--- src/rtl/rfsh_pkg.sv ---
package rfsh_pkg;

    typedef enum logic [1:0] {
        PH_IDLE = 2'd0,
        PH_LEAD = 2'd1,
        PH_RAS  = 2'd2,
        PH_PRE  = 2'd3
    } rfsh_phase_e;

    typedef struct packed {
        logic ras_n;
        logic cas_n;
        logic we_n;
    } dram_ctl_t;

    function automatic rfsh_phase_e next_phase(rfsh_phase_e ph);
        case (ph)
            PH_LEAD: return PH_RAS;
            PH_RAS:  return PH_PRE;
            default: return PH_IDLE;
        endcase
    endfunction

    // Strobe levels per phase; the write strobe is never lowered.
    function automatic dram_ctl_t phase_pins(rfsh_phase_e ph, logic ras_only);
        dram_ctl_t p;
        p.ras_n = 1'b1;
        p.cas_n = 1'b1;
        p.we_n  = 1'b1;
        case (ph)
            PH_LEAD: p.cas_n = ras_only;
            PH_RAS: begin
                p.ras_n = 1'b0;
                p.cas_n = ras_only;
            end
            default: ;
        endcase
        return p;
    endfunction

    function automatic int unsigned max3(int unsigned a, int unsigned b, int unsigned c);
        int unsigned m;
        m = (a > b) ? a : b;
        return (m > c) ? m : c;
    endfunction

endpackage

--- src/rtl/rfsh_tick_gen.sv ---
module rfsh_tick_gen #(
    parameter int unsigned PERIOD = 780
) (
    input  logic clk,
    input  logic rst,
    input  logic en,
    output logic tick
);
    localparam int unsigned CW = (PERIOD > 1) ? $clog2(PERIOD) : 1;
    localparam logic [CW-1:0] LAST = CW'(PERIOD - 1);

    logic [CW-1:0] cnt_q;

    assign tick = en && (cnt_q == LAST);

    always_ff @(posedge clk) begin
        if (rst) begin
            cnt_q <= '0;
        end else if (en) begin
            cnt_q <= tick ? '0 : cnt_q + 1'b1;
        end
    end

    p_cnt_range_r7: assert property (@(posedge clk) disable iff (rst)
        cnt_q <= LAST);

    p_idle_hold_r7: assert property (@(posedge clk) disable iff (rst)
        !en |=> $stable(cnt_q));

endmodule

--- src/rtl/rfsh_pend_ctr.sv ---
module rfsh_pend_ctr #(
    parameter int unsigned MAX_PEND = 8
) (
    input  logic clk,
    input  logic rst,
    input  logic inc,
    input  logic dec,
    output logic nonzero,
    output logic full
);
    localparam int unsigned CW = $clog2(MAX_PEND + 1);
    localparam logic [CW-1:0] TOP = CW'(MAX_PEND);

    logic [CW-1:0] cnt_q;

    assign full    = (cnt_q == TOP);
    assign nonzero = (cnt_q != '0);

    always_ff @(posedge clk) begin
        if (rst) begin
            cnt_q <= '0;
        end else begin
            case ({inc, dec})
                2'b10:   if (!full)   cnt_q <= cnt_q + 1'b1;
                2'b01:   if (nonzero) cnt_q <= cnt_q - 1'b1;
                default: ;
            endcase
        end
    end

    p_pend_bound_r9: assert property (@(posedge clk) disable iff (rst)
        cnt_q <= TOP);

    p_sat_hold_r9: assert property (@(posedge clk) disable iff (rst)
        full && inc && !dec |=> full);

    p_empty_hold_r9: assert property (@(posedge clk) disable iff (rst)
        !nonzero && !inc |=> !nonzero);

endmodule

--- src/rtl/rfsh_cycle_seq.sv ---
module rfsh_cycle_seq
    import rfsh_pkg::*;
#(
    parameter int unsigned ROW_W    = 12,
    parameter int unsigned LEAD_CYC = 1,
    parameter int unsigned RAS_CYC  = 4,
    parameter int unsigned PRE_CYC  = 2
) (
    input  logic             clk,
    input  logic             rst,
    input  logic             ras_only_mode,
    input  logic             start,
    output logic             busy,
    output logic             done,
    output dram_ctl_t        pins,
    output logic [ROW_W-1:0] row
);
    localparam int unsigned MAXL = max3(LEAD_CYC, RAS_CYC, PRE_CYC);
    localparam int unsigned LW   = (MAXL > 1) ? $clog2(MAXL) : 1;
    localparam int unsigned RW   = $clog2(RAS_CYC + 1) + 1;

    function automatic logic [LW-1:0] phase_len(rfsh_phase_e ph);
        case (ph)
            PH_LEAD: return LW'(LEAD_CYC - 1);
            PH_RAS:  return LW'(RAS_CYC - 1);
            PH_PRE:  return LW'(PRE_CYC - 1);
            default: return '0;
        endcase
    endfunction

    rfsh_phase_e      phase_q;
    logic [LW-1:0]    cnt_q;
    logic [ROW_W-1:0] row_q;

    assign busy = (phase_q != PH_IDLE);
    assign done = (phase_q == PH_PRE) && (cnt_q == '0);
    assign pins = phase_pins(phase_q, ras_only_mode);
    assign row  = row_q;

    always_ff @(posedge clk) begin
        if (rst) begin
            phase_q <= PH_IDLE;
            cnt_q   <= '0;
            row_q   <= '0;
        end else begin
            if (phase_q == PH_IDLE) begin
                if (start) begin
                    phase_q <= PH_LEAD;
                    cnt_q   <= phase_len(PH_LEAD);
                end
            end else if (cnt_q == '0) begin
                phase_q <= next_phase(phase_q);
                cnt_q   <= phase_len(next_phase(phase_q));
            end else begin
                cnt_q <= cnt_q - 1'b1;
            end
            if (done && ras_only_mode) begin
                row_q <= row_q + 1'b1;
            end
        end
    end

    // Checker state: length of the current row-strobe low run.
    logic [RW-1:0] low_run_q;
    always_ff @(posedge clk) begin
        if (rst || pins.ras_n) low_run_q <= '0;
        else                   low_run_q <= low_run_q + 1'b1;
    end

    p_ras_width_r4: assert property (@(posedge clk) disable iff (rst)
        $rose(pins.ras_n) |-> low_run_q == RW'(RAS_CYC));

    p_cas_lead_r5: assert property (@(posedge clk) disable iff (rst)
        !ras_only_mode && $fell(pins.ras_n) |-> !pins.cas_n && $past(!pins.cas_n));

    p_we_high_r5: assert property (@(posedge clk) disable iff (rst)
        !pins.ras_n |-> pins.we_n);

    p_cas_high_r6: assert property (@(posedge clk) disable iff (rst)
        ras_only_mode && !pins.ras_n |-> pins.cas_n);

    p_row_stable_r6: assert property (@(posedge clk) disable iff (rst)
        !pins.ras_n && !$fell(pins.ras_n) |-> $stable(row_q));

endmodule

--- src/rtl/rfsh_engine.sv ---
module rfsh_engine
    import rfsh_pkg::*;
#(
    parameter int unsigned ROW_W     = 12,
    parameter int unsigned INIT_CYC  = 10000,
    parameter int unsigned INIT_REFS = 8,
    parameter int unsigned REFI_CYC  = 780,
    parameter int unsigned MAX_PEND  = 8,
    parameter int unsigned LEAD_CYC  = 1,
    parameter int unsigned RAS_CYC   = 4,
    parameter int unsigned PRE_CYC   = 2
) (
    input  logic             clk,
    input  logic             rst,
    input  logic             ras_only_mode,
    input  logic             gnt,
    output logic             req,
    output logic             urgent,
    output logic             own,
    output logic             ras_n,
    output logic             cas_n,
    output logic             we_n,
    output logic [ROW_W-1:0] row_addr,
    output logic             ready
);
    localparam int unsigned IW = $clog2(INIT_REFS + 1);

    logic      pause_tick, pause_done_q;
    logic      ival_tick;
    logic      pend_nz, pend_full;
    logic      seq_busy, seq_done, seq_start;
    logic      ready_q;
    logic [IW-1:0] init_cnt_q;
    dram_ctl_t pins;

    rfsh_tick_gen #(.PERIOD(INIT_CYC)) u_pause (
        .clk (clk),
        .rst (rst),
        .en  (!pause_done_q),
        .tick(pause_tick)
    );

    rfsh_tick_gen #(.PERIOD(REFI_CYC)) u_ival (
        .clk (clk),
        .rst (rst),
        .en  (ready_q),
        .tick(ival_tick)
    );

    rfsh_pend_ctr #(.MAX_PEND(MAX_PEND)) u_pend (
        .clk    (clk),
        .rst    (rst),
        .inc    (ival_tick),
        .dec    (seq_done && ready_q),
        .nonzero(pend_nz),
        .full   (pend_full)
    );

    rfsh_cycle_seq #(
        .ROW_W   (ROW_W),
        .LEAD_CYC(LEAD_CYC),
        .RAS_CYC (RAS_CYC),
        .PRE_CYC (PRE_CYC)
    ) u_seq (
        .clk          (clk),
        .rst          (rst),
        .ras_only_mode(ras_only_mode),
        .start        (seq_start),
        .busy         (seq_busy),
        .done         (seq_done),
        .pins         (pins),
        .row          (row_addr)
    );

    assign req       = ready_q && pend_nz && !seq_busy;
    assign seq_start = !seq_busy && (ready_q ? (req && gnt) : pause_done_q);
    assign own       = !ready_q || seq_busy;
    assign urgent    = pend_full;
    assign ready     = ready_q;
    assign ras_n     = pins.ras_n;
    assign cas_n     = pins.cas_n;
    assign we_n      = pins.we_n;

    always_ff @(posedge clk) begin
        if (rst) begin
            pause_done_q <= 1'b0;
            ready_q      <= 1'b0;
            init_cnt_q   <= '0;
        end else begin
            if (pause_tick) pause_done_q <= 1'b1;
            if (seq_done && !ready_q) begin
                init_cnt_q <= init_cnt_q + 1'b1;
                if (init_cnt_q == IW'(INIT_REFS - 1)) ready_q <= 1'b1;
            end
        end
    end

    p_pause_quiet_r2: assert property (@(posedge clk) disable iff (rst)
        !pause_done_q |-> ras_n && cas_n);

    p_grant_needed_r8: assert property (@(posedge clk) disable iff (rst)
        ready_q && $past(ready_q) && $rose(seq_busy) |-> $past(req && gnt));

    p_own_active_r8: assert property (@(posedge clk) disable iff (rst)
        !ras_n |-> own);

    p_ready_hold_r10: assert property (@(posedge clk) disable iff (rst)
        ready_q |=> ready_q);

    p_urgent_req_r9: assert property (@(posedge clk) disable iff (rst)
        urgent |-> ready_q);

endmodule

--- config.mk ---
export PLATFORM = sky130hd
export DESIGN_NAME = rfsh_engine
export DESIGN_NICKNAME = d
export VERILOG_FILES = /design/src/rtl/rfsh_pkg.sv /design/src/rtl/rfsh_tick_gen.sv /design/src/rtl/rfsh_pend_ctr.sv /design/src/rtl/rfsh_cycle_seq.sv /design/src/rtl/rfsh_engine.sv
export SDC_FILE = /design/constraint.sdc
export NUM_CORES = 1
export LEC_CHECK = 0
export BUFFER_PORTS_ARGS = -buffer_cell sky130_fd_sc_hd__buf_2
export CAP_MARGIN = 20
export CORE_MARGIN = 2
export CORE_UTILIZATION = 53
export DETAILED_ROUTE_END_ITERATION = 7
export PLACE_DENSITY = 0.77
export SLEW_MARGIN = 25
export SYNTH_ARGS = -nofsm -noshare
export SYNTH_HDL_FRONTEND = slang
export SYNTH_SLANG_ARGS = --single-unit
--- constraint.sdc ---
create_clock -name clk -period 2.1 [get_ports clk]
set_input_delay 0.42 -clock clk [delete_from_list [all_inputs] [get_ports clk]]
set_output_delay 0.42 -clock clk [all_outputs]
set_load 0.01 [all_outputs]
==> summary.md <==
The tools report the launch point of the worst path as u_ival.cnt_q[1]. After synthesis, the mean cell area works out to 8.82 um^2. Derived from the worst setup path, the maximum achievable clock frequency is 0.490 GHz. The final layout contains 319 nets. The run gives 0.548 as the part of the power in registers.

Final HPWL from detailed placement: 3190 um. After layout, the minimum clock period comes to 2.04 ns. The flip-flop and latch count after synthesis was 50; the height of the chip was 72.6 um. The leakage power figure came out at 1.05 nW.

The worst path meets setup with 0.0595 ns of slack. The H-tree depth reported by CTS was 2; the highest net fanout along the worst path was 3. For the number of antenna violations at the first check in global routing, the log shows 0.

The kind of start point of the critical path was a register. The class of the tightest hold or removal check is primary input to register. Count of input and output buffers: 21. The proportion of register bits with asynchronous set or reset after synthesis was 0. Setup repair after global routing could not meet its margin everywhere.

For the total nets after synthesis, the log shows 297. Among all flip-flop cells after synthesis, the most frequent one is dfxtp_1. In this run the horizontal extent of the chip is 72.6 um.

The sequential share of the synthesized area came out at 0.401. In this run the critical register-to-register path is launched from u_ival.cnt_q[1]. The logs give 0.561 for the initial core utilization and 2.24 ns for the data arrival time of the critical path. The pin count of the biggest net entering global routing came out at 29.

The aggregate routed wire length came out at 4620 um. The remaining number of nets flagged by the antenna check after routing was 0. In this run the most critical hold path is launched from rst.

For this design the top-level I/O count stands at 23. TritonCTS built the clock tree. The class of the most critical setup path was register to register.

The logs give 1973 for the total via count in the routed design and 0 for the antenna diode instance count. The via count normalized by instance count came out at 5.51. Synthesis produced 283 cells. The tools report the core box area as 4440 um^2. The flow ran to the end, and the final reports show no timing, DRC or antenna violations. The initialized floorplan defines 24 standard-cell rows. At the worst endpoint, the required time is 2.30 ns. The clock-pin transition on the worst setup and hold timing paths came out at 0.09 ns.

The logs give 0 for the max-slew violation count and 389 for the count of filler cells inserted in the layout. The first global-routing pass estimated 7650 um of wire. The run gives 1430 um^2 as the area of combinational cells with multiple inputs.

The part of the cycle the worst path needs works out to 0.972. The global-route usage over all layers was 0.183; the number of clock sinks was 50. Once the clock tree was built, the setup fixing pass inserted 0 buffers. Type of element capturing the critical path: a register. In this run, CTS created clock tree buffers numbering 5. The logs give 0 for the count of final setup violators and 0 for the final count of hold timing violations.

The run gives 0.050 as the combinational cell fraction of total power. For the number of buffers between clock root and the deepest sink, the log shows 2. The net switching share of the total power was 0.231; the largest voltage drop on the vdd net was 0.536 mV.

In the routed design, unresolved DRC markers number 0. The first detailed-routing pass ran for 4 iterations. With fillers left out, the area of the finished cells amounts to 2810 um^2. The instance area at placement was 2650 um^2. The die covers 5270 um^2. For the pin with the worst max-slew slack, the measured transition is 0.545 ns.

The overall power came out at 1.76 mW. The analysis attributes to net switching a power of 407 uW. For the worst-skew pair, the clock arrives at the later sink with an insertion delay of 0.31 ns. For the clock group share of total power, the log shows 0.402. In this run, synthesis inferred 0 flip-flops with an integrated enable. The max-slew headroom at the worst pin came out at 0.636. Share of the core filled with cells in the final layout: 0.631. The run gives 0.806 as the last weighted congestion value of the routability-driven placer. The run gives 1.35 mW as the internal power component.

For the number of different library cells in the post-synthesis netlist, the log shows 45. The cell sitting at the root of the clock tree is a clkbuf_8. The overall overflow remaining after global route came out at 0. Dividing the detail-routed wire length by the instance count gives 12.9 um. The reported max-cap violation count is 0, and the total power density per cell area is 627 nW/um^2. The setup slack at placement was -0.0165 ns. On the final layout, the worst hold slack is 0.399 ns.

Compared with the post-synthesis result, the final layout area differs by 12.5%. Leaving out fill and tap cells, the most frequent cells in the layout are 48 x nor2_1, 47 x dfxtp_1, 21 x buf_2. The number of global-route vias before repair was 1714. The detailed router finished its first iteration with 87 violations.

The Yosys step of the flow raised 0 warnings. In this run the cell area of the synthesized design comes to 2490 um^2. Clock skew on the completed layout was measured at 0.00477 ns. The commonest non-fill, non-tap cell in the layout was nor2_1. The share of final-layout standard cells stronger than drive strength 1 was 0.167; the combined flip-flop and latch cell area was 1010 um^2.
## final cells by class
cell class / instances / area share
Tap cell: 52 / 0.0232
Sequential cell: 50 / 0.360
Timing Repair Buffer: 28 / 0.0562
Clock buffer: 5 / 0.0245
Multi-Input combinational cell: 213 / 0.510
Clock inverter: 3 / 0.0174
Inverter: 7 / 0.00936
## per-stage QoR
step                instances  setup TNS [ns]
floorplan                 283               0
global placement          350               0
detailed placement        350         -0.0165
CTS                       358               0
global route              358         -0.0878
finish                    358               0
## cell families (layout without fill, tap and decap cells)
logic type,count (synthesis),after routing,synth area share
flops,50,50,0.401
buf+inv,20,43,0.0381
mux,7,7,0.0291
compound gates,28,28,0.0677
fa+ha+maj,10,10,0.0502
other cells,1,1,0.00150
xor+xnor,30,30,0.105
simple gates,137,137,0.307
## timing repair
action | in CTS | in global routing
pin swaps | 0 | 3
resized for setup | 2 | 8
hold endpoints to repair | 0 | 0
endpoints found under the setup margin | 1 | 1
hold buffers | 0 | 0
## Yosys cell counts (3+ instances only)
master     n  area share
dfxtp_1   50        0.40
nor2_1    48       0.072
nand2_1   19       0.029
xor2_1    16       0.056
xnor2_1   14       0.049
a21oi_1   13       0.026
nand4_1   12       0.030
ha_1      10       0.050
inv_1      7       0.011
nand3_1    7       0.014
o21ai_0    7       0.014
or3_1      7       0.018
nor3_1     6       0.012
and3_1     5       0.013
clkbuf_1   5      0.0075
mux2i_1    5       0.020
nand2b_1   5       0.013
buf_2      4      0.0080
buf_4      4       0.012
nor2b_1    4       0.010
and4bb_1   3       0.015
nor4_1     3      0.0075
## worst paths after layout
kind	to	slack, ns	cells past startpoint
worst min-delay path	u_ival.cnt_q[0]	0.40	2
worst max register to register	u_pend.cnt_q[2]	0.06	9
worst max-delay path	u_pend.cnt_q[2]	0.06	9
worst min register to register	u_pause.cnt_q[1]	0.49	2
## metal layers
layer / GRT usage / part of all wire
met1: 0.248 / 0.50
met2: 0.282 / 0.45
met3: 0.0456 / 0.032
met4: 0.0700 / 0.014
met5: 0 / 0
## registers in the layout, summed over array words and instances (netlist names)
register and count:
ready 1, init_cnt_q 4, pause_done_q 1, u_seq.cnt_q 2
u_ival.cnt_q 10, u_seq.row 12, u_seq.phase_q 2, u_pend.cnt_q 4
u_pause.cnt_q 14
## worst max-delay path, cell delays in order (launching register included)
cell and delay [ns]:
dfxtp_4 0.38, ha_4 0.15, nand3_2 0.06, and4bb_1 0.30, nor2_1 0.06, xor2_1 0.14, ha_2 0.20, nor3b_2 0.15
mux2i_1 0.16, mux2_1 0.32
## power by group through the flow
stage / Combinational, mW / Clock, mW / Sequential, mW
2_1_floorplan: 0.0728 / 0 / 0.986
3_3_place_gp: 0.0886 / 0 / 0.988
3_5_place_dp: 0.0895 / 0 / 0.989
4_1_cts: 0.0897 / 0.718 / 0.967
5_1_grt: 0.101 / 0.758 / 0.967
6_report: 0.0885 / 0.707 / 0.965
(Power assumes the default switching activity.)
